File: config.mk
export PLATFORM = sky130hd
export DESIGN_NAME = pulse_skipper
export DESIGN_NICKNAME = d
export VERILOG_FILES = /design/src/rtl/skipper_pkg.sv /design/src/rtl/skip_ctrl_fsm.sv /design/src/rtl/skip_depth_sel.sv /design/src/rtl/skip_phase_acc.sv /design/src/rtl/pulse_skipper.sv
export SDC_FILE = /design/constraint.sdc
export NUM_CORES = 1
export LEC_CHECK = 0
export BUFFER_PORTS_ARGS = -buffer_cell sky130_fd_sc_hd__buf_2
export CORE_UTILIZATION = 35
export DETAILED_ROUTE_END_ITERATION = 8
export MAX_ROUTING_LAYER = met4
export SKIP_LAST_GASP = 1
export SYNTH_ARGS = -nofsm -noshare
export SYNTH_HDL_FRONTEND = slang
export SYNTH_SLANG_ARGS = --single-unit
File: constraint.sdc
create_clock -name clk -period 2.8 [get_ports clk]
set_input_delay 0.56 -clock clk [delete_from_list [all_inputs] [get_ports clk]]
set_output_delay 0.56 -clock clk [all_outputs]
set_load 0.01 [all_outputs]
File: src/rtl/skipper_pkg.sv
package skipper_pkg;
    localparam int LVL_W = 2;
    localparam int LVL_N = 1 << LVL_W;

    typedef enum logic [0:0] {
        ST_PASS_ALL    = 1'b0,
        ST_SKIP_ACTIVE = 1'b1
    } skip_state_e;
endpackage

File: src/rtl/skip_ctrl_fsm.sv
module skip_ctrl_fsm
    import skipper_pkg::*;
(
    input  logic clk,
    input  logic rst_n,
    input  logic throttle_en,
    output logic active
);
    skip_state_e state_q;
    skip_state_e state_d;

    // state register
    always_ff @(posedge clk or negedge rst_n) begin
        if (!rst_n) begin
            state_q <= ST_PASS_ALL;
        end else begin
            state_q <= state_d;
        end
    end

    // transitions: ENGAGE and RELEASE
    always_comb begin
        state_d = state_q;
        unique case (state_q)
            ST_PASS_ALL:    if (throttle_en)  state_d = ST_SKIP_ACTIVE;
            ST_SKIP_ACTIVE: if (!throttle_en) state_d = ST_PASS_ALL;
            default:        state_d = ST_PASS_ALL;
        endcase
    end

    // outputs
    always_comb begin
        active = 1'b0;
        unique case (state_q)
            ST_PASS_ALL:    active = 1'b0;
            ST_SKIP_ACTIVE: active = 1'b1;
            default:        active = 1'b0;
        endcase
    end
endmodule

File: src/rtl/skip_depth_sel.sv
module skip_depth_sel
    import skipper_pkg::*;
#(
    parameter  int SPAN     = 100,
    parameter  int LVL1_PCT = 50,
    parameter  int LVL2_PCT = 75,
    parameter  int LVL3_PCT = 85,
    localparam int PCT_W    = $clog2(SPAN + 1)
) (
    input  logic             clk,
    input  logic             rst_n,
    input  logic             use_level,
    input  logic [PCT_W-1:0] depth_pct,
    input  logic [LVL_W-1:0] level_code,
    output logic [PCT_W-1:0] depth_q
);
    logic [PCT_W-1:0] lvl_tab [LVL_N];
    logic [PCT_W-1:0] pct_clamped;
    logic [PCT_W-1:0] depth_d;

    for (genvar g = 0; g < LVL_N; g++) begin : g_lvl
        localparam int RAW = (g == 0) ? 0 :
                             (g == 1) ? LVL1_PCT :
                             (g == 2) ? LVL2_PCT : LVL3_PCT;
        localparam int LIM = (RAW > SPAN) ? SPAN : RAW;
        assign lvl_tab[g] = PCT_W'(LIM);
    end

    always_comb begin
        pct_clamped = (depth_pct > PCT_W'(SPAN)) ? PCT_W'(SPAN) : depth_pct;
        depth_d     = use_level ? lvl_tab[level_code] : pct_clamped;
    end

    always_ff @(posedge clk or negedge rst_n) begin
        if (!rst_n) begin
            depth_q <= '0;
        end else begin
            depth_q <= depth_d;
        end
    end
endmodule

File: src/rtl/skip_phase_acc.sv
module skip_phase_acc #(
    parameter  int SPAN  = 100,
    localparam int PCT_W = $clog2(SPAN + 1),
    localparam int SUM_W = PCT_W + 1
) (
    input  logic             clk,
    input  logic             rst_n,
    input  logic             active,
    input  logic             pulse_in,
    input  logic [PCT_W-1:0] depth,
    output logic             skip,
    output logic [PCT_W-1:0] phase_q
);
    logic [SUM_W-1:0] sum;
    logic             wrap;

    always_comb begin
        sum  = SUM_W'(phase_q) + SUM_W'(depth);
        wrap = (sum >= SUM_W'(SPAN));
        skip = active & pulse_in & wrap;
    end

    always_ff @(posedge clk or negedge rst_n) begin
        if (!rst_n) begin
            phase_q <= '0;
        end else if (!active) begin
            phase_q <= '0;
        end else if (pulse_in) begin
            phase_q <= wrap ? PCT_W'(sum - SUM_W'(SPAN)) : PCT_W'(sum);
        end
    end
endmodule

File: src/rtl/pulse_skipper.sv
module pulse_skipper
    import skipper_pkg::*;
#(
    parameter  int SPAN     = 100,
    parameter  int LVL1_PCT = 50,
    parameter  int LVL2_PCT = 75,
    parameter  int LVL3_PCT = 85,
    localparam int PCT_W    = $clog2(SPAN + 1)
) (
    input  logic             clk,
    input  logic             rst_n,
    input  logic             throttle_en,
    input  logic             use_level,
    input  logic [PCT_W-1:0] depth_pct,
    input  logic [LVL_W-1:0] level_code,
    input  logic             pulse_in,
    output logic             pulse_out
);
    logic             active;
    logic             skip;
    logic [PCT_W-1:0] depth_q;
    logic [PCT_W-1:0] phase_q;

    skip_ctrl_fsm u_fsm (
        .clk         (clk),
        .rst_n       (rst_n),
        .throttle_en (throttle_en),
        .active      (active)
    );

    skip_depth_sel #(
        .SPAN     (SPAN),
        .LVL1_PCT (LVL1_PCT),
        .LVL2_PCT (LVL2_PCT),
        .LVL3_PCT (LVL3_PCT)
    ) u_sel (
        .clk        (clk),
        .rst_n      (rst_n),
        .use_level  (use_level),
        .depth_pct  (depth_pct),
        .level_code (level_code),
        .depth_q    (depth_q)
    );

    skip_phase_acc #(
        .SPAN (SPAN)
    ) u_acc (
        .clk      (clk),
        .rst_n    (rst_n),
        .active   (active),
        .pulse_in (pulse_in),
        .depth    (depth_q),
        .skip     (skip),
        .phase_q  (phase_q)
    );

    assign pulse_out = pulse_in & ~skip;
endmodule

# After elaboration in Yosys (flattened, before gate mapping)

Cells that the tools add are included.

Add/subtract/negate cells: 2
Magnitude comparators: 3
Equal/unequal tests: 1
Multiplexer cells: 10
Bitwise operators: 6

Operators by type and width:

| cell                | number |
|---|---|
| $mux 7              | 7 |
| $bmux 7 s2          | 1 |
| $add 7x7->8         | 1 |
| $ge 8x7->1 const B  | 1 |
| $gt 7x7->1 const B  | 1 |
| $sub 7x7->7 const B | 1 |
| $and 1x1->1         | 3 |
| $ge 3x3->1 const B  | 1 |
| $not 2->3           | 1 |
| $ne 2x2->1 const B  | 1 |
| $not 1->1           | 2 |
| $pmux 1 s2          | 1 |
| $mux 1              | 1 |

Flip-flop bits (word level): 15
Bits of input ports: 14
Output and inout bits: 1
Word-level logic and storage cells: 25

# Depth between registers and ports, before layout

Gate-level depths: netlist (run 1).

Depth after elaboration: 6
Depth in mapped cells: 9
Depth with buffers taken out: 9

# Modules after synthesis

A second synthesis (run 1) with hierarchy kept.

Cell total of the unflattened synthesis: 125
Area total of the unflattened synthesis: 1224.9 sq um

By module, submodules not included:

| module         | times used | cells each | area each (sq um) | sequential area each (sq um) |
|---|---|---|---|---|
| skip_phase_acc | 1          | 93         | 828.3             | 175.2 |
| skip_depth_sel | 1          | 30         | 357.8             | 175.2 |
| skip_ctrl_fsm  | 1          | 1          | 25.0              | 25.0 |
| pulse_skipper  | 1          | 1          | 13.8              | 0.0 |

# Least setup slack after synthesis (run 1)

Ideal clock, no wire load.

Path type: reg2out
Start: register u_sel.depth_q[1]
End: output port pulse_out
Arrival time: 2415 ps
Required time: 2240 ps
Path slack: -175 ps
Stages on the path, launching flop included: 10
Buffers on the path: 0
Cell sequence: dfrtp_1 > ha_1 > a21o_2 > a21oi_1 > xor2_1 > ha_1 > a21bo_2 > o2111ai_2 > nand2_1 > a21boi_0

Word-level cells in the longest chain between the ends: 5

Ends and longest elaborated chain:

| element                | RTL line             | text |
|---|---|---|
| from (decl)            | skip_depth_sel.sv:15 | `output logic [PCT_W-1:0] depth_q` |
| from (signal assigned) | skip_depth_sel.sv:38 | `depth_q <= depth_d;` |
| $add 7x7->8            | skip_phase_acc.sv:18 | `sum = SUM_W'(phase_q) + SUM_W'(depth);` |
| $ge 8x7->1             | skip_phase_acc.sv:19 | `wrap = (sum >= SUM_W'(SPAN));` |
| $and 1x1->1            | skip_phase_acc.sv:20 | `skip = active & pulse_in & wrap;` |
| $not 1->1              | pulse_skipper.sv:57  | `assign pulse_out = pulse_in & ~skip;` |
| $and 1x1->1            | pulse_skipper.sv:57  |  |
| to (decl)              | pulse_skipper.sv:17  | `output logic pulse_out` |

No other way between the ends.

# Worst setup path in the final report (run 1)

Start: register u_acc.phase_q[0]
End: output port pulse_out

Word-level cells in the longest chain between the ends: 5

Ends and longest elaborated chain:

| element                | RTL line             | text |
|---|---|---|
| from (decl)            | skip_phase_acc.sv:12 | `output logic [PCT_W-1:0] phase_q` |
| from (signal assigned) | skip_phase_acc.sv:29 | `phase_q <= wrap ? PCT_W'(sum - SUM_W'(SPAN)) : PCT_W'(sum);` |
| $add 7x7->8            | skip_phase_acc.sv:18 |  |
| $ge 8x7->1             | skip_phase_acc.sv:19 |  |
| $and 1x1->1            | skip_phase_acc.sv:20 |  |
| $not 1->1              | pulse_skipper.sv:57  |  |
| $and 1x1->1            | pulse_skipper.sv:57  |  |

No other way between the ends.

==> results.yml, run 1 <==
sta:
  whs_ns: 0.172
  rsz0062_at_grt: "true"
  fin_skew_ns: 0.00390
  fmax_mhz: 326
  finalMaxSlewViolations: 0
  fin_ws_ns: -0.265
  finalHoldViolations: 0
  finalSetupViolations: 1
  setup_tns_ns: -0.265
  worst_pin_slew_ns: 0.384
  max_slew_margin_pct: 74.1
  post-route-min-period_ns: 3.06
  post-route-period-util_pct: 109
routing:
  via_per_inst: 5.14
  wl_per_cell_um: 13.0
  antenna_left: 0
  drt_pre_antenna_iters: 4
  drc: 0
  via_count: 972
  routed_wl_um: 2450
  drt_iter0_drc: 31
critical_path:
  required_ns: 2.24
  r2r_slack_ns: 0.13
  slowest_delay_ns: 0.39
  slowest_stage: "dfrtp_1"
  critical_path.max_fanout: 3
  path_class: "reg -> out"
  cp-end-kind: "output pin"
  path_cells: "ha_1, fa_2, a211o_1, a2111o_1, o311ai_2, o2111ai_4, nand2_1, a21boi_2, buf_2"
  cp_data_arrival_time_ns: 2.50
  start_kind: "register"
floorplan:
  die_x_um: 58.9
  dieArea_sq_um: 3470
  pin_count: 15
  coreArea_sq_um: 3050
  initial_core_util_pct: 37.1
  num_rows: 20
  die_y_um: 58.9
grt:
  grt-ovfl-total: 0
  grt_max_degree: 16
  antenna_found_initial: 0
  grt_pass1_wl_um: 4370
  grt_use_total_pct: 17.2
  grt_pass1_vias: 958
clock_network:
  clkLatencyLatePin_ns: 0.27
  root_buffer: "clkbuf_4"
  cts_tree: "yes"
  cts_buffer_depth: 2
  ctsHoldBuffers: 0
  cts_sinks: 15
  cts.clk_slew.worst_paths_ns: 0.08
  cts_made_buffers: 3
  htreeDepth: 1
synth:
  synthTopCellsByCount: "dfrtp_1, nand2_1, ha_1, inv_1, o21ai_0"
  ys_types: 49
  synthFlopType: "dfrtp_1"
  yosys_warnings: 0
  synth_top_family_by_area: "compound AO/OA/AOI/OAI gates"
  synthMuxAreaShare_pct: 3.75
  seq_area_frac_synth_pct: 33.1
  yosys.area_share.xor_xnor_pct: 1.55
  ys_seq_elements: 15
  syn_inst: 119
  synth_top_area_share_pct: 33.1
  synthArstFlopShare_pct: 100
  yosysMostFrequentCell: "dfrtp_1"
  synth-edff-count: 0
  synth-compound-area-share_pct: 25.6
  synthAdderAreaFrac_pct: 15.0
  synth-simple-area-share_pct: 16.9
  yosys-top-cells-area: "dfrtp_1, ha_1, nand2_1, o21ai_0, inv_1"
  synth_top_cell_by_area: "dfrtp_1"
  syn_nets: 146
  synth_area_sq_um: 1130
  syn_area_per_cell_sq_um: 9.53
final_layout:
  fin_cells: 189
  areaGrowthSynthToFinish_pct: 23.7
  nets: 173
  layout-drive-gt1-share_pct: 32.4
  diodes: 0
placement:
  place_hpwl_um: 2000
  pre_cts_slack_ns: -0.0867
  io_buffers: 14
  dpl.cell_count: 183
  gp_congestion: 0.858
power_and_ir_drop:
  pwr-share-comb_pct: 63.0
  p_seq_share_pct: 25.6
  internal-power_uw: 634
  finalPower_uw: 1040
  vdd_drop_max_v: 0.000245
  power_frac_clock_pct: 11.3
  power_density_nw_per_um2: 745
  leakage_uw: 0.000676
  p_sw_uw: 411
  p_sw_share_pct: 39.3
flow_run:
  cap_violations: 0
status:
  status: "finished, violations left"
  violations: "setup timing"
hold_path:
  hp-class: "in -> async"
power by group through the flow:
stage / sequential, uW / combinational [uW] / clock [uW]
2_1_floorplan: 267 / 423 / 0
3_3_place_gp: 272 / 618 / 0
3_5_place_dp: 274 / 622 / 0
4_1_cts: 268 / 635 / 123
5_1_grt: 271 / 729 / 131
6_report: 268 / 659 / 118
state kept, by name, indices dropped and copies added (netlist names):
register and cells:
u_acc.phase_q 7, u_sel.depth_q 7, u_fsm.state_q 1
through the flow:
stage                     cell area, sq um  utilization [%]
after global routing                  1400             45.9
final                                 1400             45.9
after global placement                1350             44.1
after CTS                             1390             45.5
after floorplan                       1160                -
after detailed placement              1350             44.1
layout by cell type (no fill, tap or decap), types with 2 or more instances in the layout:
| cell | n |
|---|---|
| nor3b_1 | 2 |
| a21oi_1 | 4 |
| nand2_1 | 14 |
| ha_1 | 11 |
| buf_4 | 12 |
| o21ai_0 | 8 |
| mux2i_1 | 2 |
| o21a_1 | 2 |
| mux2_2 | 2 |
| clkbuf_4 | 3 |
| or3_1 | 2 |
| buf_2 | 14 |
| dfrtp_1 | 15 |
| nor2b_1 | 3 |
| and4_1 | 2 |
| nor2_1 | 5 |
| inv_1 | 8 |
kinds of logic after synthesis:
kind of cell,count (synthesis)
adder cells (fa/ha/maj),13
multiplexers,4
XOR/XNOR,2
buffers and inverters,12
flip-flops,15
AND/OR/NAND/NOR,36
AO/OA/AOI/OAI,37
per-layer routing:
layer,GRT usage [%],vias to the layer above,share of wire (%)
met3,1.98,2,1.8
met4,6.12,0,0.94
met1,22.0,465,48
met5,-,-,0
li1,-,491,-
met2,28.1,14,49
path summary, 6_finish.rpt:
kind / start / end / cells after the start
max: u_acc.phase_q[0]$_DFFE_PN0P_ / pulse_out / 9
min: rst_n / u_acc.phase_q[3]$_DFFE_PN0P_ / 1
max reg2reg: u_acc.phase_q[0]$_DFFE_PN0P_ / u_acc.phase_q[2]$_DFFE_PN0P_ / 9
min reg2reg: u_acc.phase_q[5]$_DFFE_PN0P_ / u_acc.phase_q[5]$_DFFE_PN0P_ / 2
max in group asynchronous: rst_n / u_sel.depth_q[3]$_DFF_PN0_ / 1
min in group clk: throttle_en / u_fsm.state_q$_DFF_PN0_ / 1
final cells by class:
| type | count | area (sq um) |
|---|---|---|
| Clock buffer | 4 | 26.3 |
| Fill cell | 304 | 1650 |
| Inverter | 8 | 30.0 |
| Multi-Input combinational cell | 92 | 756 |
| Sequential cell | 15 | 375 |
| Tap cell | 44 | 55.1 |
| Timing Repair Buffer | 26 | 160 |
timing repair:
| action | 4_1_cts | 5_1_grt |
|---|---|---|
| gates resized for setup | 1 | 2 |
| pin swaps | 5 | 5 |
| setup buffers | 2 | 0 |
| setup endpoints to repair | 2 | 2 |
worst max-delay path, delay by kind of cell, from the launching register on:
kind,cells,cell delay [ns]
compound gates,5,1.04
fa+ha+maj,2,0.57
buf+inv,1,0.14
flops,1,0.39
simple gates,1,0.10
Note: power is estimated with default switching activity, not from simulation.
==> inputs of run 2 (changes only) <==
Settings changed: ABC_AREA set to 1.
==> results.yml, run 2 <==
floorplan:
  coreArea_sq_um: 3150
  pin_count: 15
  initial_core_util_pct: 38.1
  die_x_um: 60.6
  die_y_um: 60.6
  dieArea_sq_um: 3670
  num_rows: 20
synth:
  synthTopCellsByCount: "nand2_1, nand3_1, inv_1, dfrtp_1, ha_1"
  synth_top_area_share_pct: 31.3
  synth-simple-area-share_pct: 38.8
  synthFlopType: "dfrtp_1"
  synth_top_cell_by_area: "dfrtp_1"
  yosysMostFrequentCell: "nand2_1"
  ys_types: 20
  synth_top_family_by_area: "simple AND/OR/NAND/NOR gates"
  synth-edff-count: 0
  ys_seq_elements: 15
  yosys_warnings: 0
  synthArstFlopShare_pct: 100
  synthMuxAreaShare_pct: 0
  seq_area_frac_synth_pct: 31.3
  synth_area_sq_um: 1200
  synth-compound-area-share_pct: 7.29
  yosys.area_share.xor_xnor_pct: 0.729
  yosys-top-cells-area: "dfrtp_1, nand2_1, ha_1, nand3_1, inv_1"
  syn_inst: 163
  syn_nets: 190
  synthAdderAreaFrac_pct: 14.2
  syn_area_per_cell_sq_um: 7.37
power_and_ir_drop:
  p_sw_uw: 527
  p_sw_share_pct: 45.4
  vdd_drop_max_v: 0.000276
  internal-power_uw: 635
  power_frac_clock_pct: 10.0
  pwr-share-comb_pct: 66.1
  p_seq_share_pct: 24.0
  leakage_uw: 0.000833
  power_density_nw_per_um2: 771
status:
  status: "completed"
routing:
  drt_pre_antenna_iters: 4
  via_per_inst: 4.69
  antenna_left: 0
  wl_per_cell_um: 11.5
  routed_wl_um: 2680
  via_count: 1092
  drt_iter0_drc: 26
  drc: 0
grt:
  grt_max_degree: 16
  grt-ovfl-total: 0
  grt_pass1_wl_um: 4500
  grt_pass1_vias: 1038
  grt_use_total_pct: 17.4
  antenna_found_initial: 0
clock_network:
  root_buffer: "clkbuf_4"
  cts_tree: "yes"
  clkLatencyLatePin_ns: 0.27
  cts.clk_slew.worst_paths_ns: 0.08
  cts_sinks: 15
  htreeDepth: 1
  cts_buffer_depth: 2
  cts_made_buffers: 3
critical_path:
  start_kind: "register"
  required_ns: 2.24
  slowest_stage: "dfrtp_1"
  cp_data_arrival_time_ns: 2.23
  cpMostUsedCell: "nand3_2"
  path_cells: "ha_4, fa_2, nand2_2, inv_2, nor2_4, ha_2, nand3_2, nand3_2, nand3_4, nand2_4, a21oi_2, buf_2"
  critical_path.max_fanout: 3
  path_class: "reg -> out"
  cp-end-kind: "output pin"
  r2r-start: "u_acc.phase_q[0]$_DFFE_PN0P_"
  startpoint: "u_acc.phase_q[0]$_DFFE_PN0P_"
  slowest_delay_ns: 0.42
sta:
  fin_skew_ns: 0.00172
  max_slew_margin_pct: 76.9
  finalSetupViolations: 0
  worst_pin_slew_ns: 0.346
  post-route-min-period_ns: 2.79
  finalHoldViolations: 0
  setup_tns_ns: 0
  whs_ns: 0.182
  post-route-period-util_pct: 99.7
  rsz0062_at_grt: "true"
  finalMaxSlewViolations: 0
  fmax_mhz: 358
placement:
  io_buffers: 14
  place_hpwl_um: 2080
  gp_congestion: 0.841
hold_path:
  hp-class: "in -> async"
final_layout:
  layout_commonest_cell: "nand2_1"
  diodes: 0
  reg_top3: "u_acc.phase_q (7), u_sel.depth_q (7), u_fsm.state_q (1)"
  nets: 217
  nFillCells: 335
  multiInputGateArea_sq_um: 826
  areaGrowthSynthToFinish_pct: 25.4
  ff_latch_area_sq_um: 375
  layout-drive-gt1-share_pct: 31.2
  layout_common_cells: "nand2_1, nand3_1, inv_1, dfrtp_1, buf_2"
flow_run:
  cap_violations: 0
run 2: final cells by class:
class / instances / share of cell area, %
clock buffers: 4 / 1.74
inverters: 25 / 6.23
multi-input cells: 123 / 54.8
flip-flops and latches: 15 / 24.9
well taps: 44 / 3.65
repair buffers: 22 / 8.64
run 2: logic make-up (layout without fill, tap and decap cells):
group	after synthesis	in the layout
AOI/OAI and AO/OA	14	14
and+or+nand+nor	95	95
xor gates and xnor gates	1	1
buffers and inverters	25	51
DFF	15	15
adders and majority gates	13	13
run 2: per-stage QoR:
stage                     power (uW)  utilization [%]  instance area (sq um)  cells  worst slack (ns)
after floorplan                  749                -                   1200    163             0.320
after global placement           856             42.1                   1330    221             0.129
after detailed placement         866             42.1                   1330    221            0.0569
after CTS                       1050             44.6                   1410    226            0.0105
after global routing            1270             47.8                   1510    233           -0.0970
final                           1160             47.8                   1510    233           0.00842
run 2: repair_timing:
action | CTS | global route
setup buffers | 1 | 7
setup endpoints to repair | 1 | 1
hold buffers | 0 | 0
resized for setup | 11 | 13
pin swaps | 2 | 9
hold endpoints to repair | 0 | 0
run 2: worst paths after layout:
| path | endpoint | slack, ns | cells after the start |
|---|---|---|---|
| setup / recovery | pulse_out | 0.008 | 12 |
| hold / removal | u_sel.depth_q[1]$_DFF_PN0_ | 0.18 | 1 |
| setup reg to reg | u_acc.phase_q[2]$_DFFE_PN0P_ | 0.55 | 15 |
| hold reg to reg | u_acc.phase_q[3]$_DFFE_PN0P_ | 0.49 | 2 |
| max in group asynchronous | u_acc.phase_q[3]$_DFFE_PN0P_ | 2.37 | 1 |
| min in group clk | u_fsm.state_q$_DFF_PN0_ | 0.39 | 1 |
run 2: metal layers:
layer	track usage, %	part of all wire (%)	vias to the layer above
met1	20.3	43	494
li1	-	-	577
met3	1.28	1.9	2
met2	30.5	54	19
met5	-	0	-
met4	7.79	1.0	0
run 2: power by group through the flow:
stage          sequential, uW  combinational (uW)  clock (uW)
5_1_grt                   282                 857         132
4_1_cts                   277                 646         124
6_report                  278                 768         116
3_3_place_gp              277                 579           0
2_1_floorplan             272                 477           0
3_5_place_dp              278                 588           0
run 2: worst max-delay path: cells and delay by family (launching register included):
kind	cells	cell delay [ns]
adder cells (fa/ha/maj)	3	0.77
AO/OA/AOI/OAI	1	0.06
flip-flops	1	0.42
AND/OR/NAND/NOR	6	0.54
buffers and inverters	2	0.17
==> inputs of run 3 (changes only) <==
Clock period 2.8 ns to 3.1 ns, I/O delays scaled along.
==> results.yml, run 3 (synthesis gave the netlist of run 2 again) <==
sta:
  post-route-period-util_pct: 95.5
  setup_tns_ns: 0
  worst_pin_slew_ns: 0.348
  post-route-min-period_ns: 2.96
  finalMaxSlewViolations: 0
  fmax_mhz: 338
  fin_skew_ns: 0.00171
  fin_ws_ns: 0.138
  finalHoldViolations: 0
  max_slew_margin_pct: 76.8
  rsz0062_at_grt: "false"
  finalSetupViolations: 0
  whs_ns: 0.243
grt:
  grt_max_degree: 16
  grt-ovfl-total: 0
  grt_pass1_wl_um: 4330
  grt_use_total_pct: 16.8
  grt_pass1_vias: 1011
  antenna_found_initial: 0
clock_network:
  htreeDepth: 1
  cts.clk_slew.worst_paths_ns: 0.08
  cts_sinks: 15
  cts_made_buffers: 3
  cts_tree: "yes"
  cts_buffer_depth: 2
  ctsHoldBuffers: 0
  clkLatencyLatePin_ns: 0.27
  root_buffer: "clkbuf_4"
floorplan:
  pin_count: 15
  initial_core_util_pct: 38.1
  die_x_um: 60.6
  num_rows: 20
  dieArea_sq_um: 3670
  die_y_um: 60.6
  coreArea_sq_um: 3150
critical_path:
  slowest_delay_ns: 0.39
  path_class: "reg -> out"
  crit_end: "pulse_out"
  r2r-start: "u_acc.phase_q[0]$_DFFE_PN0P_"
  slowest_stage: "dfrtp_1"
  cp-end-kind: "output pin"
  start_kind: "register"
  r2r_slack_ns: 0.96
  critical_path.max_fanout: 6
  cp_data_arrival_time_ns: 2.34
  startpoint: "u_acc.phase_q[0]$_DFFE_PN0P_"
  required_ns: 2.48
  rr_worst_depth: 13
  path_cells: "ha_1, fa_2, nor2_2, nor2_4, inv_1, ha_2, nand3_2, nand3_4, nand2_4, a21oi_2, buf_2"
  rr_endpoint: "u_acc.phase_q[2]$_DFFE_PN0P_"
routing:
  drc: 0
  antenna_left: 0
  wl_per_cell_um: 11.2
  routed_wl_um: 2520
  drt_pre_antenna_iters: 4
  drt_iter0_drc: 42
  via_per_inst: 4.72
  via_count: 1061
power_and_ir_drop:
  p_sw_uw: 426
  internal-power_uw: 487
  finalPower_uw: 913
  power_frac_clock_pct: 11.5
  power_density_nw_per_um2: 660
  pwr-share-comb_pct: 61.1
  p_seq_share_pct: 27.5
  vdd_drop_max_v: 0.000250
  leakage_uw: 0.000789
  p_sw_share_pct: 46.7
final_layout:
  layout_common_cells: "nand2_1, nand3_1, inv_1, dfrtp_1, buf_2"
  layout_commonest_cell: "nand2_1"
  nFillCells: 352
  diodes: 0
  nets: 209
  reg_top3: "u_acc.phase_q (7), u_sel.depth_q (7), u_fsm.state_q (1)"
  areaGrowthSynthToFinish_pct: 15.2
  layout-drive-gt1-share_pct: 21.0
status:
  status: "completed"
placement:
  io_buffers: 14
  gp_congestion: 0.841
  place_hpwl_um: 2080
  pre_cts_slack_ns: 0.297
hold_path:
  hp-class: "in -> async"
flow_run:
  cap_violations: 0
-- run 3: cell count changes in the layout (fill, tap and decap cells not counted), sizes merged --
| cell | change |
|---|---|
| buf | -8 |
-- run 3: power by group through the flow --
stage | combinational (uW) | clock, uW | sequential [uW]
floorplan | 431 | 0 | 246
global placement | 523 | 0 | 250
detailed placement | 531 | 0 | 251
CTS | 537 | 112 | 248
global route | 631 | 120 | 254
finish | 558 | 105 | 251
-- run 3: critical path, delay by kind of cell (launching register included) --
family          cells  cell delay (ns)
flops               1             0.39
simple gates        5             0.51
fa+ha+maj           3             0.82
buf+inv             2             0.23
compound gates      1             0.13
-- run 3: per-layer routing --
layer / vias to the layer above / track usage (%) / wire length, um
li1: 558 / - / -
met1: 478 / 19.8 / 1170
met2: 23 / 28.9 / 1280
met3: 2 / 1.28 / 46
met4: 0 / 7.79 / 27
met5: - / - / 0
-- run 3: how the worst min path moves through the flow --
stage,to,from,slack (ns),cells after the start
finish,u_sel.depth_q[1]$_DFF_PN0_,rst_n,0.24,1
global route,u_sel.depth_q[1]$_DFF_PN0_,rst_n,0.25,1
CTS,u_sel.depth_q[1]$_DFF_PN0_,rst_n,0.24,1
detailed placement,u_acc.phase_q[3]$_DFFE_PN0P_,u_acc.phase_q[3]$_DFFE_PN0P_,0.47,2
global placement,u_acc.phase_q[3]$_DFFE_PN0P_,u_acc.phase_q[3]$_DFFE_PN0P_,0.47,2
floorplan,u_acc.phase_q[0]$_DFFE_PN0P_,rst_n,0.32,0
-- run 3: per-stage QoR --
step | util, % | cell area [sq um] | cells
after floorplan | - | 1200 | 163
after global placement | 42.1 | 1330 | 221
after detailed placement | 42.1 | 1330 | 221
after CTS | 43.0 | 1360 | 225
after global routing | 43.9 | 1380 | 225
final | 43.9 | 1380 | 225
-- run 3: cell type report --
class / count / area (sq um) / area share (%)
multi-input cells: 123 / 763 / 55.2
flip-flops and latches: 15 / 375 / 27.1
inverters: 25 / 93.8 / 6.78
repair buffers: 14 / 70.1 / 5.06
well taps: 44 / 55.1 / 3.98
clock buffers: 4 / 26.3 / 1.90
-- run 3: repair_timing --
| item | 4_1_cts | 5_1_grt |
|---|---|---|
| resized for setup | 1 | 7 |
| endpoints found under the setup margin | 1 | 1 |
| pin swaps | 0 | 0 |
| setup buffers | 0 | 0 |
